===== config.mk =====
export PLATFORM = sky130hd
export DESIGN_NAME = dir_lptr_entry
export DESIGN_NICKNAME = d
export VERILOG_FILES = /design/src/rtl/dir_lptr_pkg.sv /design/src/rtl/dir_tgt_scan.sv /design/src/rtl/dir_ptr_store.sv /design/src/rtl/dir_lptr_entry.sv
export SDC_FILE = /design/constraint.sdc
export NUM_CORES = 1
export LEC_CHECK = 0
export BUFFER_PORTS_ARGS = -buffer_cell sky130_fd_sc_hd__buf_2
export CAP_MARGIN = 20
export CORE_ASPECT_RATIO = 1.1
export CORE_MARGIN = 4
export CORE_UTILIZATION = 57
export DETAILED_ROUTE_END_ITERATION = 12
export PLACE_DENSITY = 0.85
export SYNTH_ARGS = -nofsm -noshare
export SYNTH_HDL_FRONTEND = slang
export SYNTH_SLANG_ARGS = --single-unit
export TNS_END_PERCENT = 100

===== constraint.sdc =====
create_clock -name clk -period 2.15 [get_ports clk]
set_input_delay 0.43 -clock clk [delete_from_list [all_inputs] [get_ports clk]]
set_output_delay 0.43 -clock clk [all_outputs]
set_load 0.02 [all_outputs]

===== src/rtl/dir_lptr_pkg.sv =====
package dir_lptr_pkg;

    typedef enum logic [1:0] {
        OP_ADD    = 2'd0,
        OP_REMOVE = 2'd1,
        OP_WRINV  = 2'd2,
        OP_CLEAR  = 2'd3
    } dir_op_e;

    typedef enum logic [1:0] {
        OVF_BCAST  = 2'd0,
        OVF_EVICT  = 2'd1,
        OVF_COARSE = 2'd2,
        OVF_BCAST2 = 2'd3
    } ovf_mode_e;

    // Smallest power of two g with g * vec_bits >= nproc.
    function automatic int unsigned coarse_grp(input int unsigned nproc,
                                               input int unsigned vec_bits);
        int unsigned g;
        g = 1;
        for (int k = 0; k < 32; k++) begin
            if (g * vec_bits < nproc) g = g * 2;
        end
        return g;
    endfunction

endpackage


===== src/rtl/dir_tgt_scan.sv =====
module dir_tgt_scan #(
    parameter int NPROC = 16,
    parameter int ID_W  = 4
) (
    input  logic             clk,
    input  logic             rst,
    input  logic             load,
    input  logic [NPROC-1:0] load_mask,
    output logic             busy,
    output logic             inv_valid,
    output logic [ID_W-1:0]  inv_id,
    output logic             inv_last
);
    logic [NPROC-1:0] mask_q;
    logic [NPROC-1:0] rest;

    assign busy      = |mask_q;
    assign inv_valid = busy;
    assign rest      = mask_q & (mask_q - NPROC'(1));
    assign inv_last  = busy && (rest == '0);

    always_comb begin
        inv_id = '0;
        for (int k = NPROC - 1; k >= 0; k--) begin
            if (mask_q[k]) inv_id = ID_W'(k);
        end
    end

    always_ff @(posedge clk) begin
        if (rst)       mask_q <= '0;
        else if (load) mask_q <= load_mask;
        else if (busy) mask_q <= rest;
    end

    AST_ASCENDING: assert property (@(posedge clk) disable iff (rst)
        inv_valid && !inv_last |=> inv_valid && (inv_id > $past(inv_id)));
    AST_LAST_DRAINS: assert property (@(posedge clk) disable iff (rst)
        inv_valid && inv_last |=> !inv_valid);

endmodule


===== src/rtl/dir_ptr_store.sv =====
module dir_ptr_store
    import dir_lptr_pkg::*;
#(
    parameter int NPROC  = 16,
    parameter int NPTR   = 3,
    parameter int ID_W   = 4,
    parameter int PBITS  = 12,
    parameter int GRP    = 2,
    parameter int GRP_SH = 1,
    parameter int NGRP   = 8
) (
    input  logic             clk,
    input  logic             rst,
    input  logic             acc,
    input  dir_op_e          op,
    input  logic [ID_W-1:0]  id,
    input  ovf_mode_e        mode,
    output logic             ovf,
    output logic             tgt_load,
    output logic [NPROC-1:0] tgt_mask
);
    localparam int RR_W = (NPTR > 1) ? $clog2(NPTR) : 1;

    logic [NPTR-1:0]  vld_q, vld_n;
    logic [PBITS-1:0] bits_q, bits_n;
    logic             bc_q, bc_n, cv_q, cv_n;
    logic [RR_W-1:0]  rr_q, rr_n;

    logic [NPTR-1:0]  hit;
    logic             has_free;
    logic [RR_W-1:0]  free_idx;
    logic [NPROC-1:0] share_mask, self_bit, victim_bit;
    logic [NGRP-1:0]  grp_vec;
    logic [ID_W-1:0]  victim_id;

    assign ovf = bc_q | cv_q;

    always_comb begin
        hit      = '0;
        has_free = 1'b0;
        free_idx = '0;
        for (int j = NPTR - 1; j >= 0; j--) begin
            hit[j] = vld_q[j] && (bits_q[j*ID_W +: ID_W] == id);
            if (!vld_q[j]) begin
                has_free = 1'b1;
                free_idx = RR_W'(j);
            end
        end
    end

    always_comb begin
        share_mask = '0;
        if (cv_q) begin
            for (int p = 0; p < NPROC; p++) share_mask[p] = bits_q[p / GRP];
        end else if (bc_q) begin
            share_mask = '1;
        end else begin
            for (int j = 0; j < NPTR; j++) begin
                if (vld_q[j]) share_mask[bits_q[j*ID_W +: ID_W]] = 1'b1;
            end
        end
        self_bit       = '0;
        self_bit[id]   = 1'b1;
        victim_id      = bits_q[int'(rr_q)*ID_W +: ID_W];
        victim_bit     = '0;
        victim_bit[victim_id] = 1'b1;
        grp_vec        = '0;
        for (int j = 0; j < NPTR; j++) begin
            grp_vec[bits_q[j*ID_W +: ID_W] >> GRP_SH] = 1'b1;
        end
        grp_vec[id >> GRP_SH] = 1'b1;
    end

    always_comb begin
        vld_n    = vld_q;
        bits_n   = bits_q;
        bc_n     = bc_q;
        cv_n     = cv_q;
        rr_n     = rr_q;
        tgt_load = 1'b0;
        tgt_mask = '0;
        if (acc) begin
            unique case (op)
                OP_ADD: begin
                    if (cv_q) begin
                        bits_n[id >> GRP_SH] = 1'b1;
                    end else if (!bc_q && (hit == '0)) begin
                        if (has_free) begin
                            vld_n[free_idx]                       = 1'b1;
                            bits_n[int'(free_idx)*ID_W +: ID_W]   = id;
                        end else begin
                            unique case (mode)
                                OVF_EVICT: begin
                                    tgt_load = 1'b1;
                                    tgt_mask = victim_bit;
                                    bits_n[int'(rr_q)*ID_W +: ID_W] = id;
                                    rr_n = (rr_q == RR_W'(NPTR - 1)) ? '0 : rr_q + RR_W'(1);
                                end
                                OVF_COARSE: begin
                                    bits_n             = '0;
                                    bits_n[NGRP-1:0]   = grp_vec;
                                    vld_n              = '0;
                                    cv_n               = 1'b1;
                                end
                                default: bc_n = 1'b1;
                            endcase
                        end
                    end
                end
                OP_REMOVE: begin
                    if (!bc_q && !cv_q) vld_n = vld_q & ~hit;
                end
                OP_WRINV: begin
                    tgt_load   = 1'b1;
                    tgt_mask   = share_mask & ~self_bit;
                    vld_n      = '0;
                    vld_n[0]   = 1'b1;
                    bits_n     = '0;
                    bits_n[ID_W-1:0] = id;
                    bc_n       = 1'b0;
                    cv_n       = 1'b0;
                    rr_n       = '0;
                end
                default: begin
                    vld_n  = '0;
                    bits_n = '0;
                    bc_n   = 1'b0;
                    cv_n   = 1'b0;
                    rr_n   = '0;
                end
            endcase
        end
    end

    always_ff @(posedge clk) begin
        if (rst) begin
            vld_q  <= '0;
            bits_q <= '0;
            bc_q   <= 1'b0;
            cv_q   <= 1'b0;
            rr_q   <= '0;
        end else begin
            vld_q  <= vld_n;
            bits_q <= bits_n;
            bc_q   <= bc_n;
            cv_q   <= cv_n;
            rr_q   <= rr_n;
        end
    end

    logic dup_ptr;
    always_comb begin
        dup_ptr = 1'b0;
        for (int a = 0; a < NPTR; a++) begin
            for (int b = a + 1; b < NPTR; b++) begin
                if (vld_q[a] && vld_q[b] &&
                    bits_q[a*ID_W +: ID_W] == bits_q[b*ID_W +: ID_W]) dup_ptr = 1'b1;
            end
        end
    end

    AST_NO_DUP_PTR: assert property (@(posedge clk) disable iff (rst)
        !cv_q |-> !dup_ptr);
    AST_OVF_EXCL: assert property (@(posedge clk) disable iff (rst)
        !(bc_q && cv_q));
    AST_COARSE_NO_PTR: assert property (@(posedge clk) disable iff (rst)
        cv_q |-> (vld_q == '0));

endmodule


===== src/rtl/dir_lptr_entry.sv =====
module dir_lptr_entry
    import dir_lptr_pkg::*;
#(
    parameter int NPROC = 16,
    parameter int NPTR  = 3,
    localparam int ID_W = $clog2(NPROC)
) (
    input  logic            clk,
    input  logic            rst,
    input  logic [1:0]      mode,
    input  logic            op_valid,
    input  logic [1:0]      op_code,
    input  logic [ID_W-1:0] op_id,
    output logic            busy,
    output logic            inv_valid,
    output logic [ID_W-1:0] inv_id,
    output logic            inv_last,
    output logic            ovf
);
    localparam int PBITS  = NPTR * ID_W;
    localparam int GRP    = int'(coarse_grp(NPROC, PBITS));
    localparam int GRP_SH = (GRP > 1) ? $clog2(GRP) : 0;
    localparam int NGRP   = (NPROC + GRP - 1) / GRP;

    logic             acc;
    logic             st_load;
    logic [NPROC-1:0] st_mask;

    assign acc = op_valid && !busy;

    dir_ptr_store #(
        .NPROC(NPROC), .NPTR(NPTR), .ID_W(ID_W), .PBITS(PBITS),
        .GRP(GRP), .GRP_SH(GRP_SH), .NGRP(NGRP)
    ) u_store (
        .clk      (clk),
        .rst      (rst),
        .acc      (acc),
        .op       (dir_op_e'(op_code)),
        .id       (op_id),
        .mode     (ovf_mode_e'(mode)),
        .ovf      (ovf),
        .tgt_load (st_load),
        .tgt_mask (st_mask)
    );

    dir_tgt_scan #(.NPROC(NPROC), .ID_W(ID_W)) u_scan (
        .clk       (clk),
        .rst       (rst),
        .load      (st_load),
        .load_mask (st_mask),
        .busy      (busy),
        .inv_valid (inv_valid),
        .inv_id    (inv_id),
        .inv_last  (inv_last)
    );

    AST_IDLE_LOAD: assert property (@(posedge clk) disable iff (rst)
        busy |-> !st_load);
    AST_WRINV_CLEARS_OVF: assert property (@(posedge clk) disable iff (rst)
        acc && op_code == 2'd2 |=> !ovf);

endmodule


# Yosys cells after proc, flatten, opt, wreduce, memory -nomap -nowiden
# Cells that the tools add are included.
[op_classes] addsub=4 order_cmp=21 eq_ne=17 shifts=5 muxes=96 n_bitwise=14 reduce_logical=32
[op_table] operator="two-way mux 16 bit" count=16
[op_table] operator="negator 4 -> 33 bit" count=2
[op_table] operator="variable shift 4 x 33 -> 12 bit, first input constant" count=2
[op_table] operator="indexed part select 4 x 33 -> 12 bit" count=2
[op_table] operator="two-way mux 4 bit" count=16
[op_table] operator="two-way mux 12 bit" count=3
[op_table] operator="one-hot mux 12 bit (3 select lines)" count=1
[op_table] operator="AND 16 bit" count=2
[op_table] operator="bitwise OR 16 bit" count=2
[op_table] operator="one-hot mux 16 bit (2 select lines)" count=1
[op_table] operator="two-way mux 1 bit" count=27
[op_table] operator="< comparator 4 x 5 -> 1 bit, second input constant" count=5
[op_table] operator="bitwise mux 12 bit" count=2
[op_table] operator="bitwise OR 8 bit" count=3
[op_table] operator="one-hot mux 12 bit (2 select lines)" count=1
[op_table] operator="demux 1 bit (select 4 bit)" count=5
[op_table] operator=">= comparator 4 x 1 -> 1 bit, second input constant" count=5
[op_table] operator="logical AND 1 bit" count=18
[op_table] operator="zero test 16 bit" count=1
[op_table] operator="< comparator 3 x 4 -> 1 bit, second input constant" count=4
[op_table] operator="two-way mux 2 bit" count=8
[op_table] operator="NOT 16 bit" count=1
[op_table] operator="OR reduction 16 bit" count=1
[op_table] operator="subtractor 16 x 1 -> 16 bit, second input constant" count=1
[op_table] operator="35 further kinds" count=60
[totals] regBits=35 output_inout_bits=8 word_cells=195

# Depth between registers and ports, before layout
[logic_depth] depth_word=19 ltp_mapped=10 ltp_nobuf=9

# Cells and area by module
# From an unflattened synthesis, not the netlist that was laid out.
[unflattened] hier_cells=587 area_unflattened_um2=3922.5
[modules_own_cells] module="dir_ptr_store" n_inst=1 cells_each=457 area_each_um2=2944.1 seq_area_each_um2=380.4
[modules_own_cells] module="dir_tgt_scan" n_inst=1 cells_each=129 area_each_um2=964.7 seq_area_each_um2=320.3
[modules_own_cells] module="dir_lptr_entry" n_inst=1 cells_each=1 area_each_um2=13.8 seq_area_each_um2=0.0

# Worst setup path after synthesis
# OpenSTA, ideal clock, no wires.
[synth_timing] path_type="flip-flop to output port" from="register u_scan.mask_q[1]" to="output port inv_last" t_arrival_ns=2.332 path_slack_ns=-0.612 stages_incl_launch_ff=8 path_cell_list="dfxtp_1 buf_4 nor4_4 nand3_1 or3_1 o21ai_0 nand4_1 nor4b_1"
[synth_via] elab_chain_cells=4 elab_cells_between_ends=5 cone_classes="1 x add/sub; 1 x bitwise; 3 x reduce/logical"
[synth_lines] item="from (decl)" line="dir_tgt_scan.sv:14" source="logic [NPROC-1:0] mask_q;"
[synth_lines] item="from (signal assigned)" line="dir_tgt_scan.sv:31" source="else if (load) mask_q <= load_mask;"
[synth_lines] item="from (signal assigned)" line="dir_tgt_scan.sv:32" source="else if (busy) mask_q <= rest;"
[synth_lines] item="subtractor 16 x 1 -> 16 bit" line="dir_tgt_scan.sv:19" source="assign rest = mask_q & (mask_q - NPROC'(1));"
[synth_lines] item="AND 16 bit" line="dir_tgt_scan.sv:19"
[synth_lines] item="zero test 16 bit" line="dir_tgt_scan.sv:20" source="assign inv_last = busy && (rest == '0);"
[synth_lines] item="logical AND 1 bit (*)" line="dir_tgt_scan.sv:20"
[synth_lines] item="to (decl)" line="dir_lptr_entry.sv:17" source="output logic inv_last,"
# Every way passes the cells marked *; elsewhere a longest branch is shown, timed or not.

# Worst setup path in the final report
[layout_timing] from="register u_scan.mask_q[0]" to="output port inv_last"
# The elaborated chain is that of the path after synthesis.

==> impl_results.html <==
<table>
<tr><th>Metric</th><th>Value</th></tr>
<tr><th colspan="2">Clock tree</th></tr>
<tr><td>TritonCTS buffer count</td><td>5</td></tr>
<tr><td>Clock slew seen by the registers of the worst setup and hold paths</td><td>90 ps</td></tr>
<tr><td>CTS sink cnt</td><td>35</td></tr>
<tr><td>Skew-Pair Late Insertion Delay</td><td>roughly 300 ps</td></tr>
<tr><td>Longest Clk Path Bufs</td><td>2</td></tr>
<tr><td>Clock H-tree levels</td><td>2</td></tr>
<tr><td>TritonCTS clock tree</td><td>done</td></tr>
<tr><td>Buffer cell driving the clock tree root</td><td>clkbuf_8</td></tr>
<tr><th colspan="2">Job</th></tr>
<tr><td>Max-capacitance violation count</td><td>0</td></tr>
<tr><th colspan="2">STA</th></tr>
<tr><td>Achievable clock frequency</td><td>383.9 MHz</td></tr>
<tr><td>Pins over their slew limit</td><td>0</td></tr>
<tr><td>Final Critical Period</td><td>2605 ps</td></tr>
<tr><td>Tightest slew margin relative to the limit</td><td>0.5485</td></tr>
<tr><td>Hold slack final</td><td>approximately 530 ps</td></tr>
<tr><td>Period utilization</td><td>1.212</td></tr>
<tr><td>Actual transition at the worst max-transition pin</td><td>between 600 and 700 ps</td></tr>
<tr><td>Setup total negative slack</td><td>-1002 ps</td></tr>
<tr><td>Setup violators final</td><td>12</td></tr>
<tr><td>Worst-case setup margin in the final layout</td><td>-455.0 ps</td></tr>
<tr><td>Worst clock skew on the final layout</td><td>approximately 12 ps</td></tr>
<tr><td>Setup repair after global routing missed its margin</td><td>true</td></tr>
<tr><td>Final-report hold violation count</td><td>0</td></tr>
<tr><th colspan="2">Synthesis</th></tr>
<tr><td>Synth async-reset ratio</td><td>0</td></tr>
<tr><td>Syn Std Cell Area</td><td>0.004074 mm^2</td></tr>
<tr><td>Syn Inst Count</td><td>around 570</td></tr>
<tr><td>Synthesis-stage register bit count</td><td>35</td></tr>
<tr><td>Post-synth cell types</td><td>between 80 and 90</td></tr>
<tr><td>Number of enable-type register cells in the synthesized netlist</td><td>0</td></tr>
<tr><td>Share of the yosys chip area belonging to registers</td><td>0.1720</td></tr>
<tr><td>Number of warnings issued by yosys</td><td>0</td></tr>
<tr><td>Nets in the synthesized netlist</td><td>586</td></tr>
<tr><td>Most common flop cell mapped by yosys</td><td>dfxtp_1</td></tr>
<tr><td>Area share of the largest cell type after synthesis</td><td>0.1720</td></tr>
<tr><td>Post-Syn Area per Cell</td><td>approximately 7.2 um^2</td></tr>
<tr><td>Post-synth top area cell</td><td>dfxtp_1</td></tr>
<tr><td>Top post-synthesis cells by area</td><td>dfxtp_1 17%, o21ai_0 5.4%, a221oi_1 4.5%, nor2_1 4.5%, a21oi_1 4.1%</td></tr>
<tr><th colspan="2">Cells and area</th></tr>
<tr><td>Ratio of cells with drive above 1 in the final layout</td><td>0.3303</td></tr>
<tr><td>Layout area overhead</td><td>32.09%</td></tr>
<tr><td>Most common cell after layout, fill and taps aside</td><td>buf_4</td></tr>
<tr><td>Post-route insts no fill</td><td>751</td></tr>
<tr><td>Final std cell area, no fill</td><td>0.005381 mm^2</td></tr>
<tr><td># diodes</td><td>0</td></tr>
<tr><td>Most used cells in the layout excluding fill and tap cells</td><td>127 x buf_4, 48 x nor2_1, 39 x o21ai_0</td></tr>
<tr><td>Final #Nets</td><td>roughly 700</td></tr>
<tr><td>Final cell utilization of the core</td><td>0.7725</td></tr>
<tr><th colspan="2">Power</th></tr>
<tr><td>Max VDD drop</td><td>0.0003549 V</td></tr>
<tr><td>Cell Pwr Density</td><td>333.2 mW/mm^2</td></tr>
<tr><td>Lkg Pwr</td><td>2.121 nW</td></tr>
<tr><td>Switching power</td><td>between 0.5 and 0.6 mW</td></tr>
<tr><td>Internal Power</td><td>1.210 mW</td></tr>
<tr><td>Clock power frac</td><td>0.357</td></tr>
<tr><td>Flop pwr share</td><td>0.366</td></tr>
<tr><td>Proportion of total power due to net switching</td><td>0.3254</td></tr>
<tr><td>Combinational fraction of design power</td><td>0.277</td></tr>
<tr><th colspan="2">Floorplan</th></tr>
<tr><td>Floorplan die height</td><td>96.67 um</td></tr>
<tr><td>Num rows</td><td>32</td></tr>
<tr><td>Area of the die</td><td>0.008565 mm^2</td></tr>
<tr><td>Core Area</td><td>0.006967 mm^2</td></tr>
<tr><td>Initial standard-cell utilization of the core</td><td>0.5848</td></tr>
<tr><td>Number of primary I/O pins</td><td>19</td></tr>
<tr><td>Chip Width</td><td>88.61 um</td></tr>
<tr><th colspan="2">Critical path</th></tr>
<tr><td>Maximum cell stage delay along the critical path</td><td>370 ps</td></tr>
<tr><td>CP Launch Type</td><td>flop</td></tr>
<tr><td>Cell Chain, Critical Path</td><td>nor4_4 &gt; nand3_1 &gt; or3_4 &gt; o31a_1 &gt; nor4b_4 &gt; buf_4</td></tr>
<tr><td>Buf+Inv Stages, Crit Path</td><td>1</td></tr>
<tr><td>Critical setup path kind</td><td>reg -&gt; out</td></tr>
<tr><td>Data required, critical path</td><td>1720 ps</td></tr>
<tr><td>Arrival time of data at the critical path endpoint</td><td>2180 ps</td></tr>
<tr><td>Largest fanout of any net on the critical path</td><td>3</td></tr>
<tr><td>Largest delay share family, worst path</td><td>simple AND/OR/NAND/NOR gates</td></tr>
<tr><td>Crit. End Element</td><td>primary output</td></tr>
<tr><td>Library cell contributing the largest single delay on the critical path</td><td>or3_4</td></tr>
<tr><th colspan="2">Global routing</th></tr>
<tr><td>Overall track demand over capacity in global routing</td><td>0.3750</td></tr>
<tr><td>Vias in the first global route</td><td>between 4k and 5k</td></tr>
<tr><td>Overall overflow remaining after global route</td><td>0</td></tr>
<tr><td>Global-route wire length before repair</td><td>25400 um</td></tr>
<tr><td>Largest net degree at the start of global routing</td><td>20</td></tr>
<tr><td>Number of antenna violations at the first check in global routing</td><td>0</td></tr>
<tr><th colspan="2">Route</th></tr>
<tr><td>Met2 Routed Length</td><td>between 7000 and 8000 um</td></tr>
<tr><td>Number of nets with antenna violations after routing</td><td>0</td></tr>
<tr><td>Count of TritonRoute iterations in the first routing pass</td><td>7</td></tr>
<tr><td>M1 wire length</td><td>6215 um</td></tr>
<tr><td>1st-iter DRT viols</td><td>between 600 and 700</td></tr>
<tr><td>Number of vias in the routed layout</td><td>5430</td></tr>
<tr><td>Number of vias per cell</td><td>7.230</td></tr>
<tr><td>Detailed Route WL</td><td>17040 um</td></tr>
<tr><td>Average detailed-routed wire length per instance</td><td>22.69 um</td></tr>
<tr><td>DRC errors left</td><td>0</td></tr>
<tr><td>Top layer reached by signal wires</td><td>met4</td></tr>
<tr><td>Detailed-routed wire length on met3</td><td>1867 um</td></tr>
<tr><th colspan="2">Status</th></tr>
<tr><td>Violations in the final reports</td><td>setup timing</td></tr>
<tr><td>Status</td><td>finished with violations</td></tr>
<tr><th colspan="2">Place</th></tr>
<tr><td>Global placement routability congestion</td><td>1.025</td></tr>
<tr><td>Cells after DPL</td><td>734</td></tr>
<tr><td>Half-perimeter wire length after detailed placement</td><td>12480 um</td></tr>
<tr><td>Cell area after placement</td><td>0.004971 mm^2</td></tr>
<tr><td># port buffers</td><td>18</td></tr>
<tr><th colspan="2">Worst hold path</th></tr>
<tr><td>Type of the most critical hold path</td><td>reg -&gt; reg</td></tr>
</table>
-- path summary, 6_finish.rpt --
check        depth (start not counted)          endpoint  slack, ps             start
max                                  6          inv_last       -460  u_scan.mask_q[0]
min                                  2      u_store.bc_q        530      u_store.bc_q
max reg2reg                          9  u_store.vld_q[1]        -40  u_scan.mask_q[0]
min reg2reg                          2      u_store.bc_q        530      u_store.bc_q
-- per-layer routing --
metal | up-vias | global-route usage
met5 | - | 0
met4 | 0 | 0.2093
met3 | 137 | 0.07070
met2 | 404 | 0.5861
met1 | 2507 | 0.4747
li1 | 2382 | -
-- Yosys cell counts, drive strengths merged (7+ instances only) --
cell / instances
a211oi: 9
a21oi: 35
a221oi: 21
a41oi: 7
buf: 20
clkbuf: 34
dfxtp: 35
ha: 10
inv: 19
nand2: 25
nand2b: 14
nand3: 25
nand3b: 9
nand4: 12
nor2: 49
nor2b: 18
nor3: 19
nor4: 12
o21ai: 48
o22ai: 19
xor2: 8
-- sequential cells by signal (all words and copies together) (netlist names) --
| name | flops |
|---|---|
| u_store.bits_q | 12 |
| u_store.vld_q | 3 |
| u_store.cv_q | 1 |
| u_store.bc_q | 1 |
| u_store.rr_q | 2 |
| u_scan.mask_q | 16 |
-- power groups by stage --
stage               registers [mW]  logic, mW  clock network [mW]
global placement             0.675      0.423                   0
floorplan                    0.673      0.258                   0
global route                 0.656      0.522               0.660
finish                       0.656      0.497               0.641
CTS                          0.660      0.433               0.631
detailed placement           0.675      0.428                   0
-- layout make-up --
class	instances	area, um^2
repair buffers	147	1114
multi-input cells	455	3241
fillers	501	1585
flip-flops and latches	35	729.5
clock buffers	5	68.82
inverters	21	78.83
well taps	85	106.4
clock inverters	3	43.79
-- metrics by stage --
step	setup WS, ps	total power, mW
2_1_floorplan	-213.8	0.9306
3_3_place_gp	-221.5	1.098
3_5_place_dp	-171.8	1.103
4_1_cts	-412.6	1.723
5_1_grt	-613.2	1.839
6_report	-455.0	1.793
-- repair_timing --
action / in CTS / in global routing
hold buffers: 0 / 0
endpoints found under the setup margin: 16 / 32
setup buffers: 1 / 7
pin swaps: 6 / 22
resized for setup: 12 / 50
endpoints found under the hold margin: 0 / 0
cloned: 0 / 1
-- kinds of logic (layout without fill, tap and decap cells) --
family                     Yosys count  in the layout  synth area share
AOI/OAI and AO/OA                  212            212            0.3719
muxes                                4              4          0.009828
buffers and inverters               75            176           0.08169
xor gates and xnor gates            12             12           0.02580
and+or+nand+nor                    216            216            0.3056
adders and majority gates           11             11           0.03317
DFF                                 35             35            0.1720
-- tightest hold or removal path, delay by kind of cell, from the launching register on --
kind	cells	cell delay, ps
AO/OA/AOI/OAI	1	60
flip-flops	1	360
AND/OR/NAND/NOR	1	60
No activity file was read; power rests on OpenSTA's default activity.
